===== config.mk =====
export PLATFORM = sky130hd
export DESIGN_NAME = gpio_pinmux_port
export DESIGN_NICKNAME = d
export VERILOG_FILES = /design/src/rtl/gpiop_pkg.sv /design/src/rtl/gpiop_sync.sv /design/src/rtl/gpiop_regfile.sv /design/src/rtl/gpiop_pin_mux.sv /design/src/rtl/gpio_pinmux_port.sv
export SDC_FILE = /design/constraint.sdc
export NUM_CORES = 1
export LEC_CHECK = 0
export ABC_AREA = 1
export BUFFER_PORTS_ARGS = -buffer_cell sky130_fd_sc_hd__buf_2
export CORE_MARGIN = 3
export CORE_UTILIZATION = 50
export CTS_BUF_LIST = sky130_fd_sc_hd__clkbuf_4 sky130_fd_sc_hd__clkbuf_8
export DETAILED_ROUTE_END_ITERATION = 6
export PLACE_DENSITY = 0.83
export SETUP_SLACK_MARGIN = 0.02
export SLEW_MARGIN = 20
export SYNTH_ARGS = -nofsm -noshare
export SYNTH_HDL_FRONTEND = slang
export SYNTH_SLANG_ARGS = --single-unit
export TNS_END_PERCENT = 30

===== constraint.sdc =====
create_clock -name clk -period 1.59 [get_ports clk]
set_input_delay 0.0795 -clock clk [delete_from_list [all_inputs] [get_ports clk]]
set_output_delay 0.0795 -clock clk [all_outputs]
set_load 0.02 [all_outputs]

===== src/rtl/gpiop_pkg.sv =====
package gpiop_pkg;
  localparam int unsigned GP_ADDR_W      = 16;
  localparam int unsigned GP_PORT_STRIDE = 4;
  localparam int unsigned GP_FSEL_W      = 3;

  localparam int unsigned GP_OFF_DATA  = 32'h0000;
  localparam int unsigned GP_OFF_STATE = 32'h0200;
  localparam int unsigned GP_OFF_DIR   = 32'h0300;
  localparam int unsigned GP_OFF_MODE  = 32'h0400;
  localparam int unsigned GP_OFF_FS0   = 32'h0500;
  localparam int unsigned GP_OFF_FS1   = 32'h0600;
  localparam int unsigned GP_OFF_FS2   = 32'h0A00;
  localparam int unsigned GP_OFF_IBUF  = 32'h4000;
  localparam int unsigned GP_OFF_BIDIR = 32'h4100;
  localparam int unsigned GP_OFF_PDIR  = 32'h4200;

  typedef enum logic [3:0] {
    SEL_NONE, SEL_DATA, SEL_STATE, SEL_DIR, SEL_MODE,
    SEL_FS0, SEL_FS1, SEL_FS2, SEL_IBUF, SEL_BIDIR, SEL_PDIR
  } gp_sel_e;
endpackage


===== src/rtl/gpiop_sync.sv =====
module gpiop_sync #(
  parameter int unsigned W      = 16,
  parameter int unsigned STAGES = 2
) (
  input  logic         clk,
  input  logic         rst,
  input  logic [W-1:0] d,
  output logic [W-1:0] q
);
  logic [STAGES-1:0][W-1:0] st;

  always_ff @(posedge clk) begin
    if (rst) st[0] <= '0;
    else     st[0] <= d;
  end

  for (genvar s = 1; s < STAGES; s++) begin : g_stage
    always_ff @(posedge clk) begin
      if (rst) st[s] <= '0;
      else     st[s] <= st[s-1];
    end
  end

  assign q = st[STAGES-1];
endmodule


===== src/rtl/gpiop_regfile.sv =====
module gpiop_regfile
  import gpiop_pkg::*;
#(
  parameter int unsigned NPINS   = 16,
  parameter int unsigned ADDR_W  = GP_ADDR_W,
  parameter int unsigned PORT_ID = 3,
  parameter int unsigned FSEL_W  = GP_FSEL_W
) (
  input  logic                          clk,
  input  logic                          rst,
  input  logic                          bus_wr,
  input  logic                          bus_rd,
  input  logic [ADDR_W-1:0]             bus_addr,
  input  logic [NPINS-1:0]              bus_wdata,
  output logic [NPINS-1:0]              bus_rdata,
  input  logic [NPINS-1:0]              pin_state,
  output logic [NPINS-1:0]              data_q,
  output logic [NPINS-1:0]              dir_q,
  output logic [NPINS-1:0]              mode_q,
  output logic [FSEL_W-1:0][NPINS-1:0]  fsel_q,
  output logic [NPINS-1:0]              ibuf_q,
  output logic [NPINS-1:0]              bidir_q,
  output logic [NPINS-1:0]              pdir_q
);
  localparam int unsigned PORT_OFS = PORT_ID * GP_PORT_STRIDE;

  gp_sel_e          sel;
  logic [NPINS-1:0] rd_mux;

  always_comb begin
    sel = SEL_NONE;
    if      (bus_addr == ADDR_W'(GP_OFF_DATA  + PORT_OFS)) sel = SEL_DATA;
    else if (bus_addr == ADDR_W'(GP_OFF_STATE + PORT_OFS)) sel = SEL_STATE;
    else if (bus_addr == ADDR_W'(GP_OFF_DIR   + PORT_OFS)) sel = SEL_DIR;
    else if (bus_addr == ADDR_W'(GP_OFF_MODE  + PORT_OFS)) sel = SEL_MODE;
    else if (bus_addr == ADDR_W'(GP_OFF_FS0   + PORT_OFS)) sel = SEL_FS0;
    else if (bus_addr == ADDR_W'(GP_OFF_FS1   + PORT_OFS)) sel = SEL_FS1;
    else if (bus_addr == ADDR_W'(GP_OFF_FS2   + PORT_OFS)) sel = SEL_FS2;
    else if (bus_addr == ADDR_W'(GP_OFF_IBUF  + PORT_OFS)) sel = SEL_IBUF;
    else if (bus_addr == ADDR_W'(GP_OFF_BIDIR + PORT_OFS)) sel = SEL_BIDIR;
    else if (bus_addr == ADDR_W'(GP_OFF_PDIR  + PORT_OFS)) sel = SEL_PDIR;
  end

  always_ff @(posedge clk) begin
    if (rst) begin
      data_q  <= '0;
      dir_q   <= '1;
      mode_q  <= '0;
      fsel_q  <= '0;
      ibuf_q  <= '0;
      bidir_q <= '0;
      pdir_q  <= '0;
    end else if (bus_wr) begin
      case (sel)
        SEL_DATA:  data_q    <= bus_wdata;
        SEL_DIR:   dir_q     <= bus_wdata;
        SEL_MODE:  mode_q    <= bus_wdata;
        SEL_FS0:   fsel_q[0] <= bus_wdata;
        SEL_FS1:   fsel_q[1] <= bus_wdata;
        SEL_FS2:   fsel_q[2] <= bus_wdata;
        SEL_IBUF:  ibuf_q    <= bus_wdata;
        SEL_BIDIR: bidir_q   <= bus_wdata;
        SEL_PDIR:  pdir_q    <= bus_wdata;
        default:   ;
      endcase
    end
  end

  always_comb begin
    case (sel)
      SEL_DATA:  rd_mux = data_q;
      SEL_STATE: rd_mux = pin_state;
      SEL_DIR:   rd_mux = dir_q;
      SEL_MODE:  rd_mux = mode_q;
      SEL_FS0:   rd_mux = fsel_q[0];
      SEL_FS1:   rd_mux = fsel_q[1];
      SEL_FS2:   rd_mux = fsel_q[2];
      SEL_IBUF:  rd_mux = ibuf_q;
      SEL_BIDIR: rd_mux = bidir_q;
      SEL_PDIR:  rd_mux = pdir_q;
      default:   rd_mux = '0;
    endcase
  end

  always_ff @(posedge clk) begin
    if (rst)         bus_rdata <= '0;
    else if (bus_rd) bus_rdata <= rd_mux;
  end
endmodule


===== src/rtl/gpiop_pin_mux.sv =====
module gpiop_pin_mux #(
  parameter int unsigned FSEL_W = 3,
  parameter int unsigned NFUNC  = 1 << FSEL_W
) (
  input  logic              mode,
  input  logic              dir,
  input  logic              pdir,
  input  logic              data,
  input  logic [FSEL_W-1:0] fsel,
  input  logic [NFUNC-1:0]  alt_out,
  input  logic [NFUNC-1:0]  alt_oe,
  output logic              drv_out,
  output logic              drv_oe
);
  always_comb begin
    if (mode) begin
      drv_out = alt_out[fsel];
      drv_oe  = pdir ? alt_oe[fsel] : ~dir;
    end else begin
      drv_out = data & ~dir;
      drv_oe  = ~dir;
    end
  end
endmodule


===== src/rtl/gpio_pinmux_port.sv =====
module gpio_pinmux_port
  import gpiop_pkg::*;
#(
  parameter int unsigned NPINS       = 16,
  parameter int unsigned ADDR_W      = GP_ADDR_W,
  parameter int unsigned PORT_ID     = 3,
  parameter int unsigned SYNC_STAGES = 2,
  parameter int unsigned FSEL_W      = GP_FSEL_W,
  parameter int unsigned NFUNC       = 1 << FSEL_W
) (
  input  logic                   clk,
  input  logic                   rst,
  input  logic                   bus_wr,
  input  logic                   bus_rd,
  input  logic [ADDR_W-1:0]      bus_addr,
  input  logic [NPINS-1:0]       bus_wdata,
  output logic [NPINS-1:0]       bus_rdata,
  input  logic [NPINS-1:0]       pad_in,
  output logic [NPINS-1:0]       pad_out,
  output logic [NPINS-1:0]       pad_oe,
  input  logic [NFUNC*NPINS-1:0] alt_out,
  input  logic [NFUNC*NPINS-1:0] alt_oe,
  output logic [NPINS-1:0]       alt_in
);
  logic [NPINS-1:0]             data_q, dir_q, mode_q, ibuf_q, bidir_q, pdir_q;
  logic [FSEL_W-1:0][NPINS-1:0] fsel_q;
  logic [NPINS-1:0]             pad_sync, pin_state, drv_out, drv_oe;

  gpiop_regfile #(
    .NPINS(NPINS), .ADDR_W(ADDR_W), .PORT_ID(PORT_ID), .FSEL_W(FSEL_W)
  ) u_regs (
    .clk(clk), .rst(rst), .bus_wr(bus_wr), .bus_rd(bus_rd),
    .bus_addr(bus_addr), .bus_wdata(bus_wdata), .bus_rdata(bus_rdata),
    .pin_state(pin_state), .data_q(data_q), .dir_q(dir_q),
    .mode_q(mode_q), .fsel_q(fsel_q), .ibuf_q(ibuf_q),
    .bidir_q(bidir_q), .pdir_q(pdir_q)
  );

  gpiop_sync #(.W(NPINS), .STAGES(SYNC_STAGES)) u_sync (
    .clk(clk), .rst(rst), .d(pad_in), .q(pad_sync)
  );

  for (genvar p = 0; p < NPINS; p++) begin : g_pin
    logic [FSEL_W-1:0] pin_fsel;
    logic [NFUNC-1:0]  pin_alt_out, pin_alt_oe;
    for (genvar b = 0; b < FSEL_W; b++) begin : g_fs
      assign pin_fsel[b] = fsel_q[b][p];
    end
    for (genvar f = 0; f < NFUNC; f++) begin : g_fn
      assign pin_alt_out[f] = alt_out[f*NPINS + p];
      assign pin_alt_oe[f]  = alt_oe[f*NPINS + p];
    end
    gpiop_pin_mux #(.FSEL_W(FSEL_W), .NFUNC(NFUNC)) u_mux (
      .mode(mode_q[p]), .dir(dir_q[p]), .pdir(pdir_q[p]), .data(data_q[p]),
      .fsel(pin_fsel), .alt_out(pin_alt_out), .alt_oe(pin_alt_oe),
      .drv_out(drv_out[p]), .drv_oe(drv_oe[p])
    );
  end

  // Readable only with the input buffer on, and, when driven, with bidir on.
  assign pin_state = pad_sync & ibuf_q & (~pad_oe | bidir_q);

  always_ff @(posedge clk) begin
    if (rst) begin
      pad_out <= '0;
      pad_oe  <= '0;
      alt_in  <= '0;
    end else begin
      pad_out <= drv_out;
      pad_oe  <= drv_oe;
      alt_in  <= pad_sync & mode_q;
    end
  end
endmodule


### Word-level counts from Yosys, hierarchy flattened

Index checks and enable logic that the tools add are counted.

| word-level totals | value |
|---|---|
| output and inout port bits | 64 |
| bits of input ports | 308 |
| flip-flop bits (word level) | 240 |

| operators by class | value |
|---|---|
| magnitude comparators | 16 |
| mux-type cells | 123 |
| reductions and logical operators | 9 |
| bitwise logic cells | 37 |
| equality and inequality tests | 20 |

Operators with widths:

| kind | number |
|---|---|
| 16-bit one-hot mux with 10 select lines | 1 |
| 1-bit binary-select mux with 3-bit select | 32 |
| 1-bit 2-to-1 mux | 80 |
| 3-bit by 4-bit less-than comparator with 1-bit output, second input constant | 16 |
| 16-bit AND | 3 |
| 16-bit by 11-bit == test with 1-bit output, second input constant | 3 |
| 16-bit by 15-bit == test with 1-bit output, second input constant | 3 |
| 4-bit 2-to-1 mux | 10 |
| 16-bit by 10-bit == test with 1-bit output, second input constant | 2 |
| 2-bit AND reduction | 9 |
| 1-bit AND | 16 |
| 16-bit by 12-bit == test with 1-bit output, second input constant | 1 |
| 16-bit by 4-bit == test with 1-bit output, second input constant | 1 |
| 4-bit by 3-bit == test with 1-bit output, second input constant | 4 |
| 1-bit inverter | 16 |
| 16-bit inverter | 1 |
| 16-bit OR | 1 |
| 4-bit == test, second input constant | 3 |
| 4-bit by 2-bit == test with 1-bit output, second input constant | 2 |
| 4-bit by 1-bit == test with 1-bit output, second input constant | 1 |

### Logic depth before layout (Yosys ltp)

Gate-level depths: netlist of the first run.

| logic depth | value |
|---|---|
| depth in word-level cells | 13 |
| mapped depth | 12 |
| mapped depth without buffers | 10 |

### Modules after synthesis

A second synthesis of the first run with hierarchy kept.

| second synthesis, totals | value |
|---|---|
| cells, all modules | 2212 |
| area, all modules | 13988.4 sq um |

Modules (own cells, without submodules):

| module | cells each | instances | area an instance (sq um) |
|---|---|---|---|
| gpiop_regfile | 1020 | 1 | 7564.8 |
| gpiop_pin_mux | 55 | 16 | 239.0 |
| gpio_pinmux_port | 197 | 1 | 1565.3 |
| gpiop_sync | 115 | 1 | 1034.7 |

### Least setup slack after synthesis of the first run

Ideal clock, no wire load.

| path | value |
|---|---|
| kind | in2reg |
| start point | input bus_addr[5] |
| end point | register u_regs.fsel_q[5] (netlist name) |
| data arrival time | 1.223 ns |
| setup slack | 0.245 ns |
| stages on the path | 8 |
| data required time | 1.468 ns |
| cells stage by stage | nor2_1 nand2_1 nor2_4 buf_4 nand3_1 nor2_2 buf_2 a21oi_1 |

| on the way | value |
|---|---|
| longest elaborated chain between the ends | 13 |
| elaborated cells between the ends (all ways) | 22 |
| those cells by class | eq/ne (11); mux (10); reduce/logical (1) |

Ends and longest elaborated chain:

| item | RTL line | text |
|---|---|---|
| start: declaration | gpio_pinmux_port.sv:15 | `input logic [ADDR_W-1:0] bus_addr,` |
| 16-bit by 15-bit == test with 1-bit output | gpiop_regfile.sv:41 | `else if (bus_addr == ADDR_W'(GP_OFF_PDIR + PORT_OFS)) sel = SEL_PDIR;` |
| 4-bit 2-to-1 mux | gpiop_regfile.sv:41 |  |
| 4-bit 2-to-1 mux | gpiop_regfile.sv:40 | `else if (bus_addr == ADDR_W'(GP_OFF_BIDIR + PORT_OFS)) sel = SEL_BIDIR;` |
| 4-bit 2-to-1 mux | gpiop_regfile.sv:39 | `else if (bus_addr == ADDR_W'(GP_OFF_IBUF + PORT_OFS)) sel = SEL_IBUF;` |
| 4-bit 2-to-1 mux | gpiop_regfile.sv:38 | `else if (bus_addr == ADDR_W'(GP_OFF_FS2 + PORT_OFS)) sel = SEL_FS2;` |
| 4-bit 2-to-1 mux | gpiop_regfile.sv:37 | `else if (bus_addr == ADDR_W'(GP_OFF_FS1 + PORT_OFS)) sel = SEL_FS1;` |
| 4-bit 2-to-1 mux | gpiop_regfile.sv:36 | `else if (bus_addr == ADDR_W'(GP_OFF_FS0 + PORT_OFS)) sel = SEL_FS0;` |
| 4-bit 2-to-1 mux | gpiop_regfile.sv:35 | `else if (bus_addr == ADDR_W'(GP_OFF_MODE + PORT_OFS)) sel = SEL_MODE;` |
| 4-bit 2-to-1 mux | gpiop_regfile.sv:34 | `else if (bus_addr == ADDR_W'(GP_OFF_DIR + PORT_OFS)) sel = SEL_DIR;` |
| 4-bit 2-to-1 mux | gpiop_regfile.sv:33 | `else if (bus_addr == ADDR_W'(GP_OFF_STATE + PORT_OFS)) sel = SEL_STATE;` |
| 4-bit 2-to-1 mux * | gpiop_regfile.sv:32 | `if (bus_addr == ADDR_W'(GP_OFF_DATA + PORT_OFS)) sel = SEL_DATA;` |
| 4-bit by 3-bit == test with 1-bit output * | gpiop_regfile.sv:54 | `case (sel)` |
| 2-bit AND reduction (no source line) * | - |  |
| end: declaration | gpiop_regfile.sv:20 | `output logic [FSEL_W-1:0][NPINS-1:0] fsel_q,` |

Mark *: on every way between the ends. The rest lies on a longest branch, timed or not.
A chain may end at the register's enable or synchronous reset.

### Worst setup path in the final report of the first run

| path | value |
|---|---|
| start point | input bus_addr[11] |
| end point | register u_regs.ibuf_q[4] |

| on the way | value |
|---|---|
| longest elaborated chain between the ends | 13 |
| elaborated cells between the ends (all ways) | 22 |
| those cells by class | eq/ne (11); mux (10); reduce/logical (1) |

Ends and longest elaborated chain:

| item | RTL line | text |
|---|---|---|
| 16-bit by 15-bit == test with 1-bit output | gpiop_regfile.sv:41 |  |
| 4-bit 2-to-1 mux | gpiop_regfile.sv:41 |  |
| 4-bit 2-to-1 mux | gpiop_regfile.sv:40 |  |
| 4-bit 2-to-1 mux | gpiop_regfile.sv:39 |  |
| 4-bit 2-to-1 mux | gpiop_regfile.sv:38 |  |
| 4-bit 2-to-1 mux | gpiop_regfile.sv:37 |  |
| 4-bit 2-to-1 mux | gpiop_regfile.sv:36 |  |
| 4-bit 2-to-1 mux | gpiop_regfile.sv:35 |  |
| 4-bit 2-to-1 mux | gpiop_regfile.sv:34 |  |
| 4-bit 2-to-1 mux | gpiop_regfile.sv:33 |  |
| 4-bit 2-to-1 mux * | gpiop_regfile.sv:32 |  |
| 4-bit == test * | gpiop_regfile.sv:54 |  |
| 2-bit AND reduction (no source line) * | - |  |
| end signal: assignment | gpiop_regfile.sv:61 | `SEL_IBUF: ibuf_q <= bus_wdata;` |
| end: declaration | gpiop_regfile.sv:21 | `output logic [NPINS-1:0] ibuf_q,` |

Marked as above.

==> results by stage, run 1 <==
Clock network:
- The clock tree buffer depth is 3.
- Buffers added to address setup during post-CTS repair amount to 0.
- For this design, the sink count on the clock tree is 240.
- The number of levels the H-tree was split into is 2.
- Clock tree synthesis selected as its root buffer the cell sky130_fd_sc_hd__clkbuf_8.
- The number of CTS-inserted buffers is 40.
- The clock tree from TritonCTS is built.
- The clock edge transition at the registers on the reported setup and hold paths is 0.06 ns.
- The later pin in the worst-skew pair is clocked with a latency of approximately 0.54 ns.

Placed design:
- The cell area after placement is ~15000 um^2.
- At the placement stage, the worst setup path has a slack of -0.0634 ns.
- The HPWL after detailed placement is 32400 um.
- The number of I/O port buffers is approximately 370.
- Counting tap cells, the placed design contains a total of roughly 2500 instances.
- The placer congestion estimate is approximately 0.93.

Timing:
- The number of slew-limit violations in the final report is 0.
- The post-route minimum period is about 1.5 ns.
- The final hold violation count is 0.
- Static timing analysis puts the maximum clock frequency at 672 MHz.
- For the pin with the worst max-slew slack, the measured transition is between 0.5 and 0.6 ns.
- The worst path uses slightly above 90% of the clock period.
- The worst setup skew after layout is between 0.015 and 0.02 ns.
- Setup violations remaining at the end of the flow were counted as 0.
- The worst slack on hold paths is ~0.017 ns.
- The setup slack of the critical path after layout is 0.103 ns.
- Setup repair after global routing left no endpoint under its margin.
- The normalized max-slew margin is between 60% and 70%.

Final layout:
- Compared with the post-synthesis result, the final layout area differs by 35.1%.
- For this run, the post-layout net count is 2551.
- The library cell used most frequently in the layout, excluding fill and tap cells, is sky130_fd_sc_hd__buf_2.
- The repair_antennas step left the layout with diodes totalling 0.
- The number of standard cells in the layout, taps in and fillers out is between 2000 and 3000.
- The finished cells cover 16300 um^2.
- In the layout the commonest cells are 370 x sky130_fd_sc_hd__buf_2, 315 x sky130_fd_sc_hd__nand2_1, 236 x sky130_fd_sc_hd__dfxtp_1.
- The share of final-layout standard cells stronger than drive strength 1 is between 20% and 30%.
- The filler cells instantiated in the layout total between 2000 and 2500.

Setup path:
- The worst setup path is captured at a register.
- Among cell families on the critical path, the largest total delay comes from buffers and inverters.
- The signal on the critical path passes through buf_2 > nor2_4 > nand2_1 > nor2_4 > buf_12 > nand3_4 > inv_2 > buf_4 > nand2_1 > a21oi_1 > dlygate4sd3_1.
- The source of the worst register-to-register timing path is u_regs.fsel_q[6].
- At the worst endpoint, the required time is just over 2 ns.
- The maximum single-stage delay on the critical path is between 0.5 and 0.6 ns.
- The worst path buffer plus inverter count is 5.
- In this run the critical register-to-register path is captured at pad_oe[6].
- The length in cells of the worst reg-to-reg path is 7.
- Along the worst path, the maximum fanout reaches 6.
- Data on the critical path arrives at its endpoint at 1.96 ns.
- By startpoint and endpoint, the worst setup path is classified as input pin to register.
- In this run the register-to-register setup slack is 0.24 ns.
- The startpoint type of the worst setup path is an input pin.
- The largest individual stage delay along the critical path comes from the cell sky130_fd_sc_hd__dlygate4sd3_1.

Pwr:
- The analysis attributes to cell leakage a power of 7.40 nW.
- The power density over the cells is 784 nW/um^2.
- Net switching is roughly 23% of the power.
- The share of total power dissipated in combinational logic is 7.9%.
- Sequential cells account for between 40% and 50% of the total power.
- Cell internal power was estimated by the tool at roughly 9.8 mW.
- The clock network fraction of design power is 44.6%.
- IR analysis of the VDD net gives a maximum drop of around 0.63 mV.
- The power dissipated by switching net loads is 2.94 mW.

Logic synthesis:
- Yosys mapped the design onto 35 distinct sky130hd cell types.
- The sequential cell area fraction in the yosys report is 39.9%.
- The synthesized flop and latch total is 240.
- Each instance of the synthesized netlist takes up on average 6.76 um^2.
- In this run, synthesis inferred 0 flip-flops with an integrated enable.
- Synthesis handed over a netlist of 1783 instances.
- The number of nets handed over by synthesis was roughly 2100.
- The async set-or-reset flop fraction in the synthesized netlist is 0%.
- The post-synthesis instance area is between 10000 and 15000 um^2.
- In the synthesized netlist the dominant register cell turns out to be sky130_fd_sc_hd__dfxtp_1.
- The count of yosys warnings during synthesis is 0.

Route:
- The detail-routed net length per standard cell is around 18 um.
- The pre-antenna-repair detailed-routing pass consisted of 6 iterations.
- After detailed routing, the total wire length is between 40000 and 50000 um.
- Summing over every cut layer, the via total after detailed routing is approximately 15000.
- The first routing iteration left roughly 1300 violations.
- The vias per cell is around 5.6.
- The post-detailed-route DRC marker count is 0.
- The remaining number of nets flagged by the antenna check after routing is 0.

Min path:
- The end of the worst hold path is pad_out[0].
- Along the worst hold path, the cell count comes to 5.
- The worst min-delay path class is input pin to register.
- In this run the most critical hold path is launched from alt_out[48].

GRT:
- The first global-routing pass estimated roughly 70000 um of wire.
- After global routing the overflow that remains totals 0.
- The initial antenna violation count is 0.
- The overall global routing resource usage is about a third.
- Entering global routing, the biggest net connects between 100 and 150 pins.
- The number of global-route vias before repair is 14223.

Die:
- The area of the core is about 24000 um^2.
- The die span in y is approximately 160 um.
- The horizontal die dimension is approximately 160 um.
- The die area is roughly 26000 um^2.
- The effective utilization at floorplan is a little over 50%.
- The number of primary I/O pins is about 370.
- The number of standard-cell rows in the floorplan is 56.

Run status:
- The run finished with clean final reports.

Job:
- The max-capacitance violation count is 0.
==> power groups by stage <==
stage / sequential [mW] / clock (mW) / combinational (mW)
final: 6.07 / 5.69 / 1.01
after global placement: 6.20 / 0 / 0.832
after CTS: 6.07 / 5.76 / 0.980
after global routing: 6.07 / 6.04 / 1.09
after floorplan: 6.19 / 0 / 0.312
after detailed placement: 6.20 / 0 / 0.844
==> worst max path at each step <==
stage,slack (ns),cells past startpoint,endpoint,start
after global placement,-0.02,13,u_regs.bus_rdata[5],bus_addr[1]
after global routing,0.04,11,u_regs.ibuf_q[4],bus_addr[8]
after floorplan,0.25,8,u_regs.fsel_q[5],bus_addr[5]
after CTS,0.12,12,u_regs.ibuf_q[4],bus_addr[1]
after detailed placement,-0.06,11,u_regs.bus_rdata[5],bus_addr[13]
final,0.10,11,u_regs.ibuf_q[4],bus_addr[11]
==> metrics by stage <==
step           util (%)  power, mW  setup TNS [ns]
3_5_place_dp       62.6       7.05          -0.462
2_1_floorplan         -       6.51               0
6_report           69.2       12.8               0
3_3_place_gp       62.6       7.03         -0.0263
5_1_grt            69.2       13.2               0
4_1_cts            69.1       12.8               0
==> state kept, by name, summed over array words and instances (netlist names) <==
| register | cells |
|---|---|
| u_regs.bus_rdata | 16 |
| alt_in | 16 |
| u_regs.mode_q | 16 |
| u_regs.pdir_q | 16 |
| u_regs.fsel_q | 48 |
| u_regs.dir_q | 16 |
| u_regs.data_q | 16 |
| u_sync.q | 16 |
| u_regs.ibuf_q | 16 |
| u_regs.bidir_q | 16 |
| pad_oe | 16 |
| u_sync.st | 16 |
| pad_out | 16 |
==> synth_stat cells, drive strengths merged, types with 16 or more instances <==
library cell  number  area share [%]
a211oi            16             1.6
a21oi            221             9.2
buf               35             1.7
clkbuf            67             2.1
dfxtp            240              40
inv              173             5.4
nand2            321              10
nand3            185             7.8
nor2             223             7.8
o211ai            16             1.0
o21ai            218             9.1
o221ai            16             1.2
==> worst register-to-register path: stages, from the launching register on <==
cell	delay [ns]
sky130_fd_sc_hd__dfxtp_2	0.39
sky130_fd_sc_hd__inv_1	0.14
sky130_fd_sc_hd__nor2_1	0.11
sky130_fd_sc_hd__nor2_1	0.05
sky130_fd_sc_hd__o21ai_0	0.16
sky130_fd_sc_hd__nand2_1	0.11
sky130_fd_sc_hd__o21ai_0	0.21
sky130_fd_sc_hd__inv_1	0.06
==> area by class of cell <==
class                   instances  area (um^2)  area share (%)
multi-input cells            1267         6150            37.8
repair buffers                520         3440            21.2
inverters                     174          653            4.01
clock buffers                  62          785            4.82
well taps                     319          399            2.45
flip-flops and latches        240         4810            29.5
clock inverters                 2         38.8           0.238
==> per-layer routing <==
layer,global-route usage [%],part of all wire [%],wire length [um]
met2,58.4,48,21800
met4,18.7,6.0,2710
met1,38.6,37,16900
met5,0,0,0
met3,6.08,9.1,4160
==> repair_timing <==
item | 4_1_cts | 5_1_grt
resized for setup | 0 | 8
endpoints found under the hold margin | 169 | 0
hold buffers | 70 | 0
endpoints found under the setup margin | 0 | 7
==> cell families (layout without fill, tap and decap cells) <==
| logic type | Yosys count | in the layout | synth area share (%) |
|---|---|---|---|
| buf+inv | 276 | 758 | 9.19 |
| simple gates | 734 | 734 | 26.0 |
| compound gates | 528 | 528 | 24.5 |
| mux | 5 | 5 | 0.415 |
| flops | 240 | 240 | 39.9 |
(Power assumes the default switching activity.)
==> run 2, diff against run 1 <==
- RECOVER_POWER: unset -> 25
==> run 2 against run 1 <==
- clock-buffer cell count stayed put
- largest power group unchanged
- non-clock buffer count did not move
- register-to-register slack is essentially flat
- global-route usage did not move
- worst hold slack better by 0.0045 ns
- sequential power is essentially flat
- clock power about the same
- utilization decreased by 0.11 points
- die area unchanged
- largest cell class unchanged
- wire length shrank 0.28%
- worst setup slack worse by 0.0018 ns
==> results by stage, run 2 (same netlist as run 1, synthesis figures left out) <==
Die:
- For this configuration, the core starts out at a cell density of slightly above 50%.
- The area of the core is about 24000 um^2.
- The number of standard-cell rows in the floorplan is 56.
- The die area is about 26000 um^2.
- The number of primary I/O pins is between 300 and 400.
- The die span in y is 161 um.
- The floorplan step set the die width to roughly 160 um.

Timing:
- The final hold violation count is 0.
- Derived from the worst setup path, the maximum achievable clock frequency is 672 MHz.
- The worst setup skew after layout is between 0.015 and 0.02 ns.
- For the final routed database, the setup TNS stands at 0 ns.
- The normalized max-slew margin is between 50% and 60%.
- The count of endpoints failing setup in the final report is 0.
- Setup repair after global routing left no endpoint under its margin.
- The setup slack of the critical path after layout is roughly 0.10 ns.
- At the pin with the least slew margin, the transition time is roughly 0.67 ns.
- The worst path in the final design needs a cycle of about 1.5 ns, including I/O delays and setup.
- On the final layout, the worst hold slack is approximately 0.021 ns.
- The number of slew-limit violations in the final report is 0.
- Dividing the final minimum period by the clock period gives between 90 and 100%.

Final layout:
- The register with the most flip-flops is u_regs.fsel_q.
- The final layout net count is about 2600.
- The post-route netlist has between 20% and 30% of its cells at a drive strength greater than 1.
- Leaving out fill and tap cells, the most frequent cell in the layout is sky130_fd_sc_hd__buf_2.
- The register with the most flip-flops in the layout has 48 of them.
- The top cell types in the final layout, fill and taps aside, are 369 x sky130_fd_sc_hd__buf_2, 316 x sky130_fd_sc_hd__nand2_1, 236 x sky130_fd_sc_hd__dfxtp_1.
- The final non-filler cell area is between 15000 and 20000 um^2.
- 0 antenna diodes ended up in the layout.
- The area overhead of the layout relative to synthesis is 34.9%.

Route:
- Dividing the detail-routed wire length by the instance count gives approximately 18 um.
- After detailed routing, the number of remaining DRC violations is 0.
- After detailed routing, the number of vias per cell comes to ~5.6.
- The total length of routed wires is about 45000 um.
- In this run, the number of DRC markers left after iteration 0 of detailed routing was between 1000 and 1500.
- The detailed router placed 14487 vias in this run.
- The remaining number of nets flagged by the antenna check after routing is 0.
- The number of search-and-repair iterations in the first detailed-routing pass is 5.

GRT:
- The overall global routing resource usage is between 30% and 40%.
- The first-pass GRT wire length is about 70000 um.
- The maximum number of pins on one net before global-route repair is ~110.
- The total overflow left after global routing is 0.
- The initial antenna violation count is 0.
- The number of global-route vias before repair came to 14223.

Placed design:
- The wire-length estimate of the detail-placed layout is 32400 um.
- The number of I/O port buffers is between 300 and 400.
- The cell area after placement is approximately 15000 um^2.
- The placer congestion estimate is around 0.93.
- The placement-stage worst setup slack is -0.0634 ns.

Setup path:
- The slowest stage of the critical path belongs to the cell sky130_fd_sc_hd__dlygate4sd3_1.
- Of all nets on the critical path, the largest fanout is 8.
- The signal arrival time at the worst endpoint is around 2.0 ns.
- The startpoint type of the worst setup path is an input pin.
- STA classifies the critical path endpoint as a register.
- The maximum single-stage delay on the critical path is 0.57 ns.
- The category of the critical setup timing path is input pin to register.
- The critical path goes through buf_2 > nor2_1 > nand2_1 > nor2_4 > buf_4 > buf_6 > nand3_4 > inv_2 > buf_4 > nand2_1 > a21oi_1 > dlygate4sd3_1.
- The critical path required time is 2.06 ns.

Clock network:
- The root buffer selected by CTS is sky130_fd_sc_hd__clkbuf_8.
- The clock tree buffer depth is 3.
- The number of levels the H-tree was split into is 2.
- After clock tree synthesis, the clock-pin slew on the worst setup and hold paths is 0.06 ns.
- The number of CTS-inserted buffers is 40.
- The number of sinks handled by clock tree synthesis is 240.
- The clock tree from TritonCTS is built.
- The source-to-sink clock delay at the later pin of the worst-skew pair is 0.54 ns.

Run status:
- The flow ran to the end, and the final reports show no timing, DRC or antenna violations.

Pwr:
- The analysis attributes to cell leakage a power of 7.39 nW.
- The maximum vdd drop is 0.626 mV.
- The power density over the cells is slightly below 800 nW/um^2.

Job:
- The max-capacitance violation count is 0.

Min path:
- The worst hold path belongs to the class input pin to register.
run 2: final cells by class:
class / count / area, um^2
Clock inverter: 2 / 38.8
Tap cell: 319 / 399
Multi-Input combinational cell: 1267 / 6150
Fill cell: 2011 / 7290
Clock buffer: 62 / 785
Sequential cell: 240 / 4810
Timing Repair Buffer: 520 / 3420
Inverter: 174 / 653
run 2: worst paths after layout:
kind,slack (ns),from,end,cells after the start
max,0.10,bus_addr[1],u_regs.ibuf_q[4],12
min,0.02,alt_oe[115],pad_oe[3],7
max reg2reg,0.24,u_regs.fsel_q[6],pad_oe[6],7
min reg2reg,0.40,u_sync.st[11],u_sync.q[11],2
run 2: power breakdown:
group          internal (mW)  switching, mW  leakage, nW  total [mW]
clock                   3.27           2.43        0.436        5.70
combinational          0.506          0.497         5.01        1.00
sequential              6.05         0.0191         1.94        6.07
run 2: metrics by stage:
step | total power [mW] | utilization, % | cells
after global placement | 7.03 | 62.6 | 2450
after global routing | 13.2 | 69.1 | 2584
after detailed placement | 7.05 | 62.6 | 2450
after CTS | 12.8 | 69.1 | 2584
after floorplan | 6.51 | - | 1783
final | 12.8 | 69.1 | 2584
run 2: worst max-delay path, delay by kind of cell:
kind,cells,cell delay (ns)
buffers and inverters,6,1.21
AND/OR/NAND/NOR,5,0.54
AO/OA/AOI/OAI,1,0.13
run 2: what timing repair did:
action / in CTS / in global routing
hold buffers: 70 / 0
setup endpoints to repair: 0 / 7
buffers inserted: 0 / 0
hold endpoints to repair: 169 / 0
resized for setup: 0 / 8
run 2: routing by layer:
layer | wire length, um | track usage, % | share of wire [%] | up-vias
met1 | 16600 | 38.6 | 37 | 6554
li1 | - | - | - | 6890
met5 | 0 | 0 | 0 | -
met4 | 2600 | 18.7 | 5.7 | 0
met3 | 4390 | 6.08 | 9.7 | 190
met2 | 21800 | 58.4 | 48 | 853
==> run 3, diff against run 2 <==
- CORE_UTILIZATION: 50 -> 53
- PLACE_DENSITY: 0.83 -> 0.87
==> run 3 against run 2 <==
- the flow now finishes with violations (DRC)
- final area increased by 0.25%
- clock skew up 0.0097 ns
- critical path depth decreased by 5
- non-clock buffer count increased by 6
- cell count decreased by 1.2%
- worst hold slack lost 0.015 ns
- combinational power is essentially flat
- first-iteration DRC count grew 29%
- total power barely moved
- sequential share of layout area decreased by 0.083 points
- wire length decreased by 0.86%
- largest power group unchanged
==> results by stage, run 3 (same netlist as run 1, synthesis figures left out) <==
Timing:
- The number of slew-limit violations in the final report is 0.
- The final hold violation count is 0.
- The peak clock frequency supported by timing is around 670 MHz.
- The worst path needs 1.48 ns of the cycle, external delays included.
- Setup violations remaining at the end of the flow were counted as 0.
- The final cycle utilization of the critical path is 93.4%.
- The transition time at the pin with the least slew margin is around 0.59 ns.
- The worst setup skew after layout is between 0.02 and 0.03 ns.
- Setup repair after global routing left no endpoint under its margin.
- The tightest hold path in the finished design has a slack of between 0.006 and 0.007 ns.
- The normalized max-slew margin is between 60 and 70%.

Route:
- The number of search-and-repair iterations in the first detailed-routing pass is 7.
- After the first detailed-routing iteration, the DRC count stood at roughly 1500.
- The detail-routed net length per standard cell is about 18 um.
- The routed layout has around 15000 vias.
- After detailed routing, the number of remaining DRC violations is 6.
- The routed design has ~45000 um of wire.
- The remaining number of nets flagged by the antenna check after routing is 0.
- The vias per cell is between 5 and 6.

Setup path:
- The slowest stage of the critical path belongs to the cell sky130_fd_sc_hd__dfxtp_2.
- The endpoint type of the worst setup path is a register.
- The critical path required time is approximately 2.0 ns.
- In this run the worst path has a maximum fanout of 11.
- The startpoint type of the worst setup path is a register.
- The signal on the critical path passes through inv_1 > nand2_1 > nand3_1 > nand2_1 > a21oi_1 > o31ai_1 > inv_1.
- On the worst path, the slowest cell contributes a delay of around 0.45 ns.
- The setup path with the least slack is of type register to register.
- The signal arrival time at the worst endpoint is 1.91 ns.

Min path:
- In this run the worst hold path is classified as input pin to register.

Clock network:
- Clock tree synthesis selected as its root buffer the cell sky130_fd_sc_hd__clkbuf_8.
- The number of sinks handled by clock tree synthesis is 240.
- The clock reaches the later pin of the worst-skew pair after between 0.5 and 0.6 ns.
- Clock-pin slew was measured on the worst setup and hold paths at around 0.060 ns.
- The number of levels the H-tree was split into is 2.
- The number of CTS-inserted buffers is 39.
- TritonCTS built the clock tree.
- Once the clock tree was built, the setup fixing pass inserted 0 buffers.
- The longest clock path from root to sink contains 3 buffers.

Die:
- The floorplan step defined a core boundary enclosing ~22000 um^2.
- The horizontal die dimension is 157 um.
- The die area is between 20000 and 25000 um^2.
- The die span in y is 157 um.
- For this configuration, the core starts out at a cell density of 54.5%.
- The floorplan has between 50 and 60 rows.
- The number of primary I/O pins is 372.

GRT:
- The final global-route overflow total is 0.
- The overall global routing resource usage is approximately 35%.
- The initial antenna violation count is 0.
- The number of global-route vias before repair came to 14309.
- The first global-routing pass estimated about 69000 um of wire.
- Entering global routing, the biggest net connects ~110 pins.

Final layout:
- The utilization after layout is 73.8%.
- The area overhead of the layout relative to synthesis is 35.3%.
- At the end of the flow, the number of nets in the layout was 2556.
- Cells with a size suffix above 1 make up between 20% and 30% of the layout.
- The number of filler cells placed in the layout is 1664.
- The flip-flop count of the largest register after layout is between 40 and 50.
- In the layout the commonest cells are 370 x sky130_fd_sc_hd__buf_2, 318 x sky130_fd_sc_hd__nand2_1, 237 x sky130_fd_sc_hd__dfxtp_1.
- Leaving out fill and tap cells, the most frequent cell in the layout is sky130_fd_sc_hd__buf_2.
- More flip-flops sit in one register than any other, and that register is u_regs.fsel_q.

Placed design:
- The placer congestion estimate is approximately 0.93.
- The HPWL after detailed placement is about 30000 um.
- The number of I/O port buffers is ~370.

Pwr:
- For this design the static power due to leakage is about 7.4 nW.
- The power density over the cells is about 780 nW/um^2.
- The maximum vdd drop is between 0.7 and 0.8 mV.

Run status:
- The checks that failed: DRC.
- The flow ran to the end, but the final reports show violations.

Job:
- The max-capacitance violation count is 0.
==> run 3: changes by cell type in the layout (fill, tap and decap cells not counted), moves of 2 or more <==
cell,previous run,this run
sky130_fd_sc_hd__clkbuf_4,11,13
sky130_fd_sc_hd__nand3_1,184,181
sky130_fd_sc_hd__dlygate4sd3_1,70,77
sky130_fd_sc_hd__clkbuf_2,2,0
sky130_fd_sc_hd__nand2_2,4,2
sky130_fd_sc_hd__nand3_2,0,3
sky130_fd_sc_hd__nand2_1,316,318
==> run 3: layout make-up <==
class	instances	area (um^2)	share of cell area (%)
clock inverters	2	37.5	0.230
diodes	1	2.50	0.0154
clock buffers	63	786	4.82
well taps	280	350	2.15
inverters	174	654	4.02
repair buffers	526	3500	21.5
multi-input cells	1267	6160	37.8
flip-flops and latches	240	4810	29.5
==> run 3: critical path: cells and delay by family (launching register included) <==
family          cells  cell delay, ns
buf+inv             2            0.29
flops               1            0.45
simple gates        3            0.24
compound gates      2            0.38
==> run 3: final timing paths <==
check / startpoint / endpoint / slack [ns] / depth (start not counted)
hold / removal: alt_oe[58] / pad_oe[10] / 0.006 / 7
setup reg to reg: u_regs.fsel_q[4] / pad_oe[4] / 0.11 / 7
setup / recovery: u_regs.fsel_q[4] / pad_oe[4] / 0.11 / 7
hold reg to reg: u_sync.st[14] / u_sync.q[14] / 0.40 / 2
==> run 3: through the flow <==
step           area, um^2  worst slack [ns]  setup TNS [ns]  cells  power [mW]
6_report            16300             0.105               0   2553        12.8
5_1_grt             16300            0.0410               0   2552        13.1
4_1_cts             16300             0.143               0   2552        12.8
3_5_place_dp        14700           -0.0606          -0.264   2410        7.03
3_3_place_gp        14700            0.0201               0   2410        7.02
2_1_floorplan       12000             0.245               0   1783        6.51
==> run 3: what timing repair did <==
| item | in CTS | in global routing |
|---|---|---|
| endpoints found under the setup margin | 0 | 4 |
| resized for setup | 0 | 3 |
| endpoints found under the hold margin | 165 | 0 |
| hold buffers | 77 | 0 |
==> run 3: per-layer routing <==
layer	global-route usage (%)	vias up	part of all wire (%)
met4	22.7	0	6.7
met3	6.55	269	10
met2	59.5	992	48
met1	39.2	6663	35
met5	0	-	0
li1	-	6905	-
==> run 3: power breakdown <==
group / leakage [nW] / switching (mW) / internal (mW)
combinational: 5.03 / 0.501 / 0.516
sequential: 1.94 / 0.0190 / 6.05
clock: 0.434 / 2.43 / 3.26
